`config.mk`:
```
export PLATFORM = sky130hd
export DESIGN_NAME = match_timer
export DESIGN_NICKNAME = d
export VERILOG_FILES = /design/src/rtl/mt_pkg.sv /design/src/rtl/mt_rst_sync.sv /design/src/rtl/mt_prescaler.sv /design/src/rtl/mt_match_unit.sv /design/src/rtl/mt_flag_bank.sv /design/src/rtl/match_timer.sv
export SDC_FILE = /design/constraint.sdc
export NUM_CORES = 1
export LEC_CHECK = 0
export BUFFER_PORTS_ARGS = -buffer_cell sky130_fd_sc_hd__buf_2
export CAP_MARGIN = 20
export CELL_PAD_IN_SITES_DETAIL_PLACEMENT = 2
export CELL_PAD_IN_SITES_GLOBAL_PLACEMENT = 2
export CORE_ASPECT_RATIO = 0.6
export CORE_MARGIN = 3
export CORE_UTILIZATION = 42
export DETAILED_ROUTE_END_ITERATION = 7
export PLACE_DENSITY = 0.86
export REMOVE_ABC_BUFFERS = 1
export SLEW_MARGIN = 20
export SYNTH_ARGS = -nofsm -noshare
export SYNTH_HDL_FRONTEND = slang
export SYNTH_SLANG_ARGS = --single-unit
```
`constraint.sdc`:
```
create_clock -name clk -period 10.6 [get_ports clk]
set_input_delay 0 -clock clk [delete_from_list [all_inputs] [get_ports clk]]
set_output_delay 0 -clock clk [all_outputs]
set_load 0.01 [all_outputs]
```
`src/rtl/mt_pkg.sv`:
```
package mt_pkg;
  localparam int ADDR_W = 4;
  localparam logic [ADDR_W-1:0] A_CTRL    = 4'h0;
  localparam logic [ADDR_W-1:0] A_PRE_LIM = 4'h1;
  localparam logic [ADDR_W-1:0] A_TCOUNT  = 4'h2;
  localparam logic [ADDR_W-1:0] A_PCOUNT  = 4'h3;
  localparam logic [ADDR_W-1:0] A_ACTIONS = 4'h4;
  localparam logic [ADDR_W-1:0] A_FLAGS   = 4'h5;
  localparam int               A_MATCH0  = 8;
  localparam int               MODE_W    = 3;
  localparam logic [MODE_W-1:0] MODE_UP  = 3'b000;
  // per-channel action bits, msb first: stop, reset, interrupt enable
  typedef struct packed {
    logic stop;
    logic rst;
    logic ien;
  } chan_ctl_t;
endpackage

```
`src/rtl/mt_rst_sync.sv`:
```
module mt_rst_sync #(
  parameter int STAGES = 2
) (
  input  logic clk,
  input  logic rst_n,
  output logic rst_sync_n
);
  logic [STAGES-1:0] sync_q;

  always_ff @(posedge clk or negedge rst_n) begin
    if (!rst_n) sync_q <= '0;
    else        sync_q <= {sync_q[STAGES-2:0], 1'b1};
  end

  assign rst_sync_n = sync_q[STAGES-1];
endmodule

```
`src/rtl/mt_prescaler.sv`:
```
module mt_prescaler #(
  parameter int PRE_W = 16
) (
  input  logic             clk,
  input  logic             rst_n,
  input  logic             count_en,
  input  logic             clear,
  input  logic [PRE_W-1:0] limit,
  output logic [PRE_W-1:0] pcount,
  output logic             tick
);
  logic [PRE_W-1:0] cnt_q, cnt_d;
  logic             cnt_ce;

  // >= so that lowering the limit below the count still wraps
  assign tick   = count_en && !clear && (cnt_q >= limit);
  assign cnt_ce = clear || count_en;

  always_comb begin
    cnt_d = cnt_q;
    if (clear)     cnt_d = '0;
    else if (tick) cnt_d = '0;
    else           cnt_d = cnt_q + 1'b1;
  end

  always_ff @(posedge clk or negedge rst_n) begin
    if (!rst_n)      cnt_q <= '0;
    else if (cnt_ce) cnt_q <= cnt_d;
  end

  assign pcount = cnt_q;
endmodule

```
`src/rtl/mt_match_unit.sv`:
```
module mt_match_unit import mt_pkg::*; #(
  parameter int CNT_W = 32
) (
  input  logic [CNT_W-1:0] tcount,
  input  logic [CNT_W-1:0] match_val,
  input  chan_ctl_t        ctl,
  input  logic             tick,
  input  logic             irq_ok,
  output logic             hit_irq,
  output logic             hit_rst,
  output logic             hit_stop
);
  logic hit;

  assign hit      = tick && (tcount == match_val);
  assign hit_irq  = hit && ctl.ien && irq_ok;
  assign hit_rst  = hit && ctl.rst;
  assign hit_stop = hit && ctl.stop;
endmodule

```
`src/rtl/mt_flag_bank.sv`:
```
module mt_flag_bank #(
  parameter int NUM_CH = 7
) (
  input  logic              clk,
  input  logic              rst_n,
  input  logic [NUM_CH-1:0] set_vec,
  input  logic [NUM_CH-1:0] clr_vec,
  input  logic [NUM_CH-1:0] ien_vec,
  output logic [NUM_CH-1:0] flags,
  output logic              irq
);
  logic [NUM_CH-1:0] flag_q, flag_d;
  logic              flag_ce;

  assign flag_ce = |set_vec || |clr_vec;

  // set has priority over a simultaneous clear
  always_comb begin
    flag_d = (flag_q & ~clr_vec) | set_vec;
  end

  always_ff @(posedge clk or negedge rst_n) begin
    if (!rst_n)       flag_q <= '0;
    else if (flag_ce) flag_q <= flag_d;
  end

  assign flags = flag_q;
  assign irq   = |(flag_q & ien_vec);
endmodule

```
`src/rtl/match_timer.sv`:
```
module match_timer import mt_pkg::*; #(
  parameter int DATA_W = 32,
  parameter int PRE_W  = 16,
  parameter int NUM_CH = 7
) (
  input  logic              clk,
  input  logic              rst_n,
  input  logic              reg_wr,
  input  logic [ADDR_W-1:0] reg_addr,
  input  logic [DATA_W-1:0] reg_wdata,
  output logic [DATA_W-1:0] reg_rdata,
  output logic              irq
);
  localparam int CTL_BITS = 3 * NUM_CH;

  logic rst_sync_n;

  logic              run_q, run_d, hold_q, hold_d;
  logic [MODE_W-1:0] mode_q, mode_d;
  logic [PRE_W-1:0]  prelim_q, prelim_d;
  logic [CTL_BITS-1:0] act_q, act_d;
  logic [DATA_W-1:0] mval_q [NUM_CH];
  logic [DATA_W-1:0] mval_d [NUM_CH];
  logic [DATA_W-1:0] tcount_q, tcount_d;

  logic              ctrl_wr, prelim_wr, act_wr, flags_wr;
  logic [NUM_CH-1:0] mval_wr;
  logic              tick, mode_ok, any_stop, any_rst;
  logic [PRE_W-1:0]  pcount;
  logic [NUM_CH-1:0] hit_irq, hit_rst, hit_stop, ien_vec, flags, clr_vec;

  mt_rst_sync #(.STAGES(2)) u_rst (
    .clk(clk), .rst_n(rst_n), .rst_sync_n(rst_sync_n)
  );

  // write decode
  assign ctrl_wr   = reg_wr && (reg_addr == A_CTRL);
  assign prelim_wr = reg_wr && (reg_addr == A_PRE_LIM);
  assign act_wr    = reg_wr && (reg_addr == A_ACTIONS);
  assign flags_wr  = reg_wr && (reg_addr == A_FLAGS);

  for (genvar g = 0; g < NUM_CH; g++) begin : g_wdec
    assign mval_wr[g] = reg_wr && (reg_addr == ADDR_W'(A_MATCH0 + g));
  end

  mt_prescaler #(.PRE_W(PRE_W)) u_pre (
    .clk(clk), .rst_n(rst_sync_n), .count_en(run_q), .clear(hold_q),
    .limit(prelim_q), .pcount(pcount), .tick(tick)
  );

  assign mode_ok = (mode_q == MODE_UP);

  for (genvar g = 0; g < NUM_CH; g++) begin : g_ch
    mt_match_unit #(.CNT_W(DATA_W)) u_mu (
      .tcount(tcount_q), .match_val(mval_q[g]), .ctl(act_q[3*g +: 3]),
      .tick(tick), .irq_ok(mode_ok),
      .hit_irq(hit_irq[g]), .hit_rst(hit_rst[g]), .hit_stop(hit_stop[g])
    );
    assign ien_vec[g] = act_q[3*g];
  end

  assign any_stop = |hit_stop;
  assign any_rst  = |hit_rst;
  assign clr_vec  = flags_wr ? reg_wdata[NUM_CH-1:0] : '0;

  mt_flag_bank #(.NUM_CH(NUM_CH)) u_flags (
    .clk(clk), .rst_n(rst_sync_n), .set_vec(hit_irq), .clr_vec(clr_vec),
    .ien_vec(ien_vec), .flags(flags), .irq(irq)
  );

  // next-state logic
  always_comb begin
    run_d    = run_q;
    hold_d   = hold_q;
    mode_d   = mode_q;
    prelim_d = prelim_q;
    act_d    = act_q;
    if (ctrl_wr) begin
      run_d  = reg_wdata[0];
      hold_d = reg_wdata[1];
      mode_d = reg_wdata[2 +: MODE_W];
    end else if (any_stop) begin
      run_d  = 1'b0;
    end
    if (prelim_wr) prelim_d = reg_wdata[PRE_W-1:0];
    if (act_wr)    act_d    = reg_wdata[CTL_BITS-1:0];
    for (int i = 0; i < NUM_CH; i++) begin
      mval_d[i] = mval_wr[i] ? reg_wdata : mval_q[i];
    end
  end

  always_comb begin
    tcount_d = tcount_q;
    if (hold_q)          tcount_d = '0;
    else if (tick) begin
      if (any_stop)      tcount_d = tcount_q;
      else if (any_rst)  tcount_d = '0;
      else               tcount_d = tcount_q + 1'b1;
    end
  end

  // registers
  always_ff @(posedge clk or negedge rst_sync_n) begin
    if (!rst_sync_n) begin
      run_q    <= 1'b0;
      hold_q   <= 1'b0;
      mode_q   <= '0;
      prelim_q <= '0;
      act_q    <= '0;
      tcount_q <= '0;
      for (int i = 0; i < NUM_CH; i++) mval_q[i] <= '0;
    end else begin
      if (ctrl_wr || any_stop) begin
        run_q  <= run_d;
        hold_q <= hold_d;
        mode_q <= mode_d;
      end
      if (prelim_wr) prelim_q <= prelim_d;
      if (act_wr)    act_q    <= act_d;
      if (hold_q || tick) tcount_q <= tcount_d;
      for (int i = 0; i < NUM_CH; i++) begin
        if (mval_wr[i]) mval_q[i] <= mval_d[i];
      end
    end
  end

  // read mux
  always_comb begin
    reg_rdata = '0;
    case (reg_addr)
      A_CTRL:    begin
                   reg_rdata[0] = run_q;
                   reg_rdata[1] = hold_q;
                   reg_rdata[2 +: MODE_W] = mode_q;
                 end
      A_PRE_LIM: reg_rdata[PRE_W-1:0]    = prelim_q;
      A_TCOUNT:  reg_rdata               = tcount_q;
      A_PCOUNT:  reg_rdata[PRE_W-1:0]    = pcount;
      A_ACTIONS: reg_rdata[CTL_BITS-1:0] = act_q;
      A_FLAGS:   reg_rdata[NUM_CH-1:0]   = flags;
      default: begin
        for (int i = 0; i < NUM_CH; i++) begin
          if (reg_addr == ADDR_W'(A_MATCH0 + i)) reg_rdata = mval_q[i];
        end
      end
    endcase
  end
endmodule

```
==> flow_summary.yaml, run 1 <==
placement:
  io_buffers: 71
  dpl.hpwl_um: 57100
  dpl_cell_area_um2: 18800
  gp_congestion: 1.00
yosys:
  async_flop_share_pct: 100
  yosysSeqAreaShare_pct: 44.8
  syn_area_per_cell_um2: 11.1
  yosys_register_bits: 323
  synth_area_um2: 18000
  synth-edff-count: 0
  synth_area_leader_cell: "dfrtp_1"
  synth_top_area_share_pct: 44.8
  yosys_warnings: 0
  synth_cells: 1626
  ys_types: 57
  yosys_most_used_dff: "dfrtp_1"
  synth.area.top_cells: "dfrtp_1 45%, mux2_2 17%, xor2_1 11%"
setup_path:
  critPathArrivalTime_ns: 4.79
  cp-end-kind: "flip-flop"
  crit_fanout: 50
  cp.required_ns: 11.07
  start_kind: "flip-flop"
  crit_type: "reg2reg"
hold_path:
  min_path_type: "in2reg"
timing:
  final-max-slew-violation-count: 0
  finalCritPeriodShare_pct: 40.7
  finalHoldViolCount: 0
  fin_crit_ns: 4.32
  max_slew.worst_pin.slew_ns: 1.08
  rsz0062_at_grt: "no"
  slew_headroom_pct: 27.1
  fin_setup_tns_ns: 0
  clock-skew-final_ns: 0.0230
  setup_violations: 0
  clock.fmax_ghz: 0.232
floorplanning:
  die_area_um2: 45500
  die_h_um: 167
  initial_utilization_pct: 42.8
  num_io_pins: 72
  fp.dieW_um: 274
  core-area_um2: 42200
  rows: 58
routing:
  postRouteAntennaNets: 0
  route.detailed.wl_per_inst_um: 36.9
  wirelength_um: 83600
  drtIter0Drc: 2083
  routed_via_density: 6.85
  drt-pass1-iter-count: 6
  via_count: 15500
  drc_errors: 0
global_route:
  grt_start_max_net_pins: 172
  grt_pass1_vias: 16300
  grt_pass1_wl_um: 121000
  antenna_found_initial: 2
  track_usage_pct: 36.5
  overflow: 0
power:
  p_leak_uw: 0.00932
  peakVddDrop_mv: 0.136
  power_density_nw_per_um2: 200
cells_and_area:
  multi_input_area_um2: 9300
  antenna_cells: 0
  drive_gt1_share_pct: 26.7
  regArea_um2: 8090
  nFillCells: 4207
  area.growth.synth_to_final_pct: 12.8
  finalNetCount: 1728
  stdcell_area_um2: 20300
clock_network:
  cts_inserted_buffers: 34
  post_cts_buffers: 0
  worst_skew_pair.late_latency_ns: 0.56
  root_buffer: "clkbuf_16"
  clock_tree.htree_level_count: 2
  clk_pin_slew_ns: 0.07
  tritoncts: "built"
  clk_path_buf_depth: 3
  clock-sinks: 323
status:
  status: "finished, final reports clean"
job:
  cap_violations: 0
flip-flops by register name, summed over array words and instances, names as in the netlist:
name / flops
u_rst.sync_q: 2
tcount_q: 32
u_flags.flags: 7
hold_q: 1
prelim_q: 16
run_q: 1
mval_q: 224
act_q: 21
u_pre.pcount: 16
mode_q: 3
through the flow:
stage                     instances  hold WS (ns)  total power, µW  worst slack [ns]  util (%)
after floorplan                1497        -0.296             2180             0.931         -
after global placement         2170        -0.214             2600              6.49      44.6
after detailed placement       2170        -0.212             2680              6.16      44.6
after CTS                      2266         0.172             4020              6.14      48.2
after global routing           2266         0.212             4190              6.19      48.3
final                          2266         0.194             4070              6.28      48.3
what timing repair did:
| action | in CTS | in global routing |
|---|---|---|
| gates resized for setup | 0 | 0 |
| hold buffers | 35 | 0 |
| hold endpoints to repair | 275 | 0 |
report_power, final:
part / leakage, µW / internal [µW] / switching, µW
Sequential: 0.00405 / 1480 / 366
Clock: 0.000576 / 756 / 562
Combinational: 0.00469 / 369 / 541
Total: 0.00932 / 2600 / 1470
path summary, 6_finish.rpt:
path                                   endpoint  cells past startpoint       startpoint  slack [ns]
min in group asynchronous       u_rst.sync_q[1]                      3            rst_n        0.28
worst min register to register       mval_q[77]                      0  u_rst.sync_q[1]        0.32
worst min-delay path                  mode_q[2]                      3           reg_wr        0.19
worst max register to register      tcount_q[7]                     10     tcount_q[20]        6.28
max in group asynchronous           mval_q[151]                      1  u_rst.sync_q[1]        8.85
worst max-delay path                tcount_q[7]                     10     tcount_q[20]        6.28
area by class of cell:
| type | instances | area share [%] |
|---|---|---|
| repair buffers | 138 | 4.71 |
| flip-flops and latches | 323 | 39.7 |
| clock inverters | 7 | 0.443 |
| multi-input cells | 1144 | 45.7 |
| inverters | 30 | 0.553 |
| clock buffers | 54 | 5.36 |
| well taps | 570 | 3.50 |
cell usage after synthesis (all sizes together), types with 10 or more instances:
cell    number
mux2       265
nor3        32
a22o        29
o31ai       10
nand3       47
o21ai       39
a221oi      23
a22oi       78
a222oi      18
nand2       85
nor2        35
nand4       30
clkbuf      53
dfrtp      323
ha          18
inv         30
xor2       225
and3        19
nand2b      12
a21oi       18
buf         76
nor4        68
cells by family after synthesis:
logic type	share of synthesized area, %
compound gates	11.5
buf+inv	4.23
simple gates	10.6
xor+xnor	11.0
other cells	0.0208
fa+ha+maj	1.25
flops	44.8
mux	16.6
layer usage:
metal,wire length [µm],global-route usage [%],vias up
li1,-,-,6098
met1,35700,52.2,8234
met2,34800,51.6,986
met3,10400,12.3,202
met4,2730,11.7,2
met5,8,0,-
worst max-delay path, cell delays in order (launching register included):
cell,delay (ns)
dfrtp_1,0.80
xor2_1,0.80
nor4_1,0.16
buf_4,0.23
nand4_1,0.21
nor3_1,0.10
a2111o_1,0.44
or3_1,0.36
buf_4,0.30
or4_1,0.56
a31oi_1,0.19
placed cells by master (no fill, tap or decap), types with 10 or more instances in the layout:
cell,n
dlygate4sd3_1,35
o21ai_0,36
a222oi_1,18
xor2_1,225
buf_4,31
nor3_1,26
nand2_1,78
nand2b_1,12
ha_1,18
and3_1,19
nor2_1,28
nand3_1,46
clkbuf_16,37
a221oi_1,23
nor4_1,65
buf_2,71
inv_1,30
clkbuf_8,10
nand4_1,29
a22oi_1,78
a21oi_1,17
dfrtp_1,322
a22o_1,29
mux2_2,265
Power figures use the tool's default switching activity.
==> inputs of run 2 (changes only) <==
--- a/config.mk
+++ b/config.mk
@@ -5,15 +5,16 @@
 export SDC_FILE = /design/constraint.sdc
 export NUM_CORES = 1
 export LEC_CHECK = 0
+export ABC_AREA = 1
 export BUFFER_PORTS_ARGS = -buffer_cell sky130_fd_sc_hd__buf_2
 export CAP_MARGIN = 20
 export CELL_PAD_IN_SITES_DETAIL_PLACEMENT = 2
 export CELL_PAD_IN_SITES_GLOBAL_PLACEMENT = 2
 export CORE_ASPECT_RATIO = 0.6
 export CORE_MARGIN = 3
-export CORE_UTILIZATION = 42
+export CORE_UTILIZATION = 38
 export DETAILED_ROUTE_END_ITERATION = 7
-export PLACE_DENSITY = 0.86
+export PLACE_DENSITY = 0.87
 export REMOVE_ABC_BUFFERS = 1
 export SLEW_MARGIN = 20
 export SYNTH_ARGS = -nofsm -noshare
==> constraint.sdc (replaced) <==
create_clock -name clk -period 4.15 [get_ports clk]
set_input_delay 0 -clock clk [delete_from_list [all_inputs] [get_ports clk]]
set_output_delay 0 -clock clk [all_outputs]
set_load 0.01 [all_outputs]
==> run 2 against run 1 <==
Effect of this change:
- fmax is 29% higher
- final area grew 3.5%
- first-iteration DRC count shrank 13%
- routed wire length up 1.5%
- power increased to 2.5 times the previous value
- count of clock-buffer cells in the layout down 6
- highest routed layer unchanged
==> flow_summary.yaml, run 2 <==
hold_path:
  min_path_type: "in2reg"
global_route:
  antenna_found_initial: 4
  overflow: 0
  grt_pass1_vias: 19900
  grt_pass1_wl_um: 128000
  grt_start_max_net_pins: 76
  track_usage_pct: 32.8
cells_and_area:
  top_regs: "mval_q x224, tcount_q x32, act_q x21"
  area.growth.synth_to_final_pct: 13.3
  largest_reg_flops: 224
  multi_input_area_um2: 9170
  final_common_cell: "nand2_1"
  regArea_um2: 8090
  final_cell_mix: "667 x nand2_1, 322 x dfrtp_1, 313 x o21ai_0"
  antenna_cells: 0
  largest_register: "mval_q"
  nFillCells: 5410
  drive_gt1_share_pct: 8.93
  final_cells: 3103
  finalNetCount: 2495
  stdcell_area_um2: 21100
yosys:
  synth_cells: 2388
  synth_most_common_cell: "nand2_1"
  synth_commonest_cells: "675 x nand2_1, 323 x dfrtp_1, 313 x o21ai_0"
  yosys_warnings: 0
  synth_area_um2: 18600
  synth_area_leader_cell: "dfrtp_1"
  yosys_most_used_dff: "dfrtp_1"
  yosysSeqAreaShare_pct: 43.5
  synth.area.top_cells: "dfrtp_1 43%, nand2_1 14%, xor2_1 8.6%"
  ys_types: 49
  async_flop_share_pct: 100
  syn_area_per_cell_um2: 7.79
  synth_top_area_share_pct: 43.5
  yosys_register_bits: 323
  synth-edff-count: 0
floorplanning:
  core-area_um2: 48100
  num_io_pins: 72
  fp.dieW_um: 292
  die_area_um2: 51700
  rows: 62
  die_h_um: 177
  initial_utilization_pct: 38.7
timing:
  rsz0062_at_grt: "no"
  fin_crit_ns: 3.36
  clock-skew-final_ns: 0.0199
  finalHoldViolCount: 0
  finalCritPeriodShare_pct: 80.9
  max_slew.worst_pin.slew_ns: 1.12
  setup_violations: 0
  final-max-slew-violation-count: 0
  clock.fmax_ghz: 0.298
  slew_headroom_pct: 23.2
clock_network:
  cts_inserted_buffers: 36
  post_cts_buffers: 0
  clk_pin_slew_ns: 0.07
  cts_resized: 0
  cts.hold.buffers_added: 32
  clock-sinks: 323
  clk_path_buf_depth: 3
  clock_tree.htree_level_count: 2
  tritoncts: "built"
  worst_skew_pair.late_latency_ns: 0.55
  root_buffer: "clkbuf_16"
setup_path:
  start_kind: "flip-flop"
  cp-end-kind: "flip-flop"
  cp.required_ns: 4.62
  crit_path_max_incr_delay_ns: 0.56
  cp_slowest_cell: "nor2_2"
  critical_path.cell_chain: "inv_1 > ha_1 > a21oi_1 > o21ai_0 > nor2_1 > a21oi_1 > buf_4 > nand2_1 > nor2_1 > inv_2 > nand3_1 > nor2_2 > buf_4 > nand3_1 > nand2_1"
  crit_buf_inv: 4
  crit_fanout: 21
  cpLargestDelayFamily: "simple AND/OR/NAND/NOR gates"
  critPathArrivalTime_ns: 3.83
  crit_type: "reg2reg"
routing:
  via_count: 18400
  drtIter0Drc: 1817
  routed_via_density: 5.94
  wirelength_um: 84800
  route.detailed.wl_per_inst_um: 27.3
  drc_errors: 0
  postRouteAntennaNets: 0
  drt-pass1-iter-count: 5
power:
  p_leak_uw: 0.0105
  power_density_nw_per_um2: 486
  p_int_uw: 6610
  power_switching_uw: 3620
  peakVddDrop_mv: 0.260
  pwr-share-clk_pct: 35.4
  switching_share_pct: 35.4
  sequentialPowerShare_pct: 43.1
  combPwrFrac_pct: 21.5
placement:
  dpl_cell_area_um2: 19400
  gp_congestion: 0.958
  dpl.hpwl_um: 57200
  dp.cells: 3007
  io_buffers: 71
job:
  cap_violations: 0
status:
  status: "finished, final reports clean"
[run 2: cell count changes after synthesis, moves of 42 or more]
cell / previous run / this run
a22oi_1: 78 / 0
nor2_1: 34 / 203
o21ai_0: 36 / 313
xor2_1: 225 / 183
mux2_2: 265 / 0
nand2_1: 85 / 675
inv_1: 30 / 180
nor4_1: 67 / 4
nand3_1: 46 / 90
[run 2: per-layer routing]
| layer | GRT usage, % | routed length (µm) | vias up |
|---|---|---|---|
| li1 | - | - | 7841 |
| met1 | 44.4 | 36600 | 9626 |
| met2 | 51.8 | 37900 | 762 |
| met3 | 7.95 | 7330 | 193 |
| met4 | 10.6 | 2930 | 8 |
| met5 | 0 | 51 | - |
[run 2: layout make-up]
cell class                 count  area share [%]
inverter                     187            3.33
sequential                   323            38.4
clock inverter                15           0.951
multi-input combinational   1751            43.6
clock buffer                  48            5.12
tap                          640            3.80
timing repair buffer         139            4.82
[run 2: power groups by stage]
stage | clock network (µW) | logic [µW] | registers (µW)
after floorplan | 0 | 1280 | 4230
after global placement | 0 | 1920 | 4370
after detailed placement | 0 | 2080 | 4430
after CTS | 3640 | 2160 | 4400
after global routing | 3790 | 2440 | 4480
final | 3620 | 2200 | 4410
[run 2: stage by stage]
step / util (%) / power (µW) / setup TNS (ns) / worst slack, ns / hold slack [ns]
6_report: 43.8 / 10200 / 0 / 0.792 / 0.0411
5_1_grt: 43.8 / 10700 / 0 / 0.682 / 0.0907
4_1_cts: 43.7 / 10200 / 0 / 0.935 / 0.0372
3_5_place_dp: 40.4 / 6520 / 0 / 0.997 / -0.210
3_3_place_gp: 40.4 / 6290 / 0 / 1.24 / -0.213
2_1_floorplan: - / 5510 / -1771.46 / -5.52 / -0.296
[run 2: worst min-delay path, stage by stage]
cell     delay, ns
buf_2         0.08
inv_1         0.23
o21ai_0       0.24
[run 2: cell families (layout without fill, tap and decap cells)]
| kind of cell | count (synthesis) | in the layout | synth area share, % |
|---|---|---|---|
| simple gates | 1053 | 1053 | 23.7 |
| compound gates | 461 | 461 | 14.0 |
| flops | 323 | 323 | 43.5 |
| buf+inv | 314 | 389 | 7.39 |
| xor+xnor | 218 | 218 | 10.3 |
| fa+ha+maj | 18 | 18 | 1.21 |
| other cells | 1 | 1 | 0.0202 |
[run 2: worst paths after layout]
check                                 from           end  slack [ns]  cells after the start
min                           reg_wdata[0]    mval_q[96]        0.04                      3
min in group asynchronous  u_rst.sync_q[1]   mval_q[149]        0.25                      0
max reg2reg                   prelim_q[13]  tcount_q[26]        0.79                     15
max                           prelim_q[13]  tcount_q[26]        0.79                     15
min reg2reg                u_rst.sync_q[1]   mval_q[149]        0.25                      0
max in group asynchronous  u_rst.sync_q[1]   mval_q[139]        2.86                      2
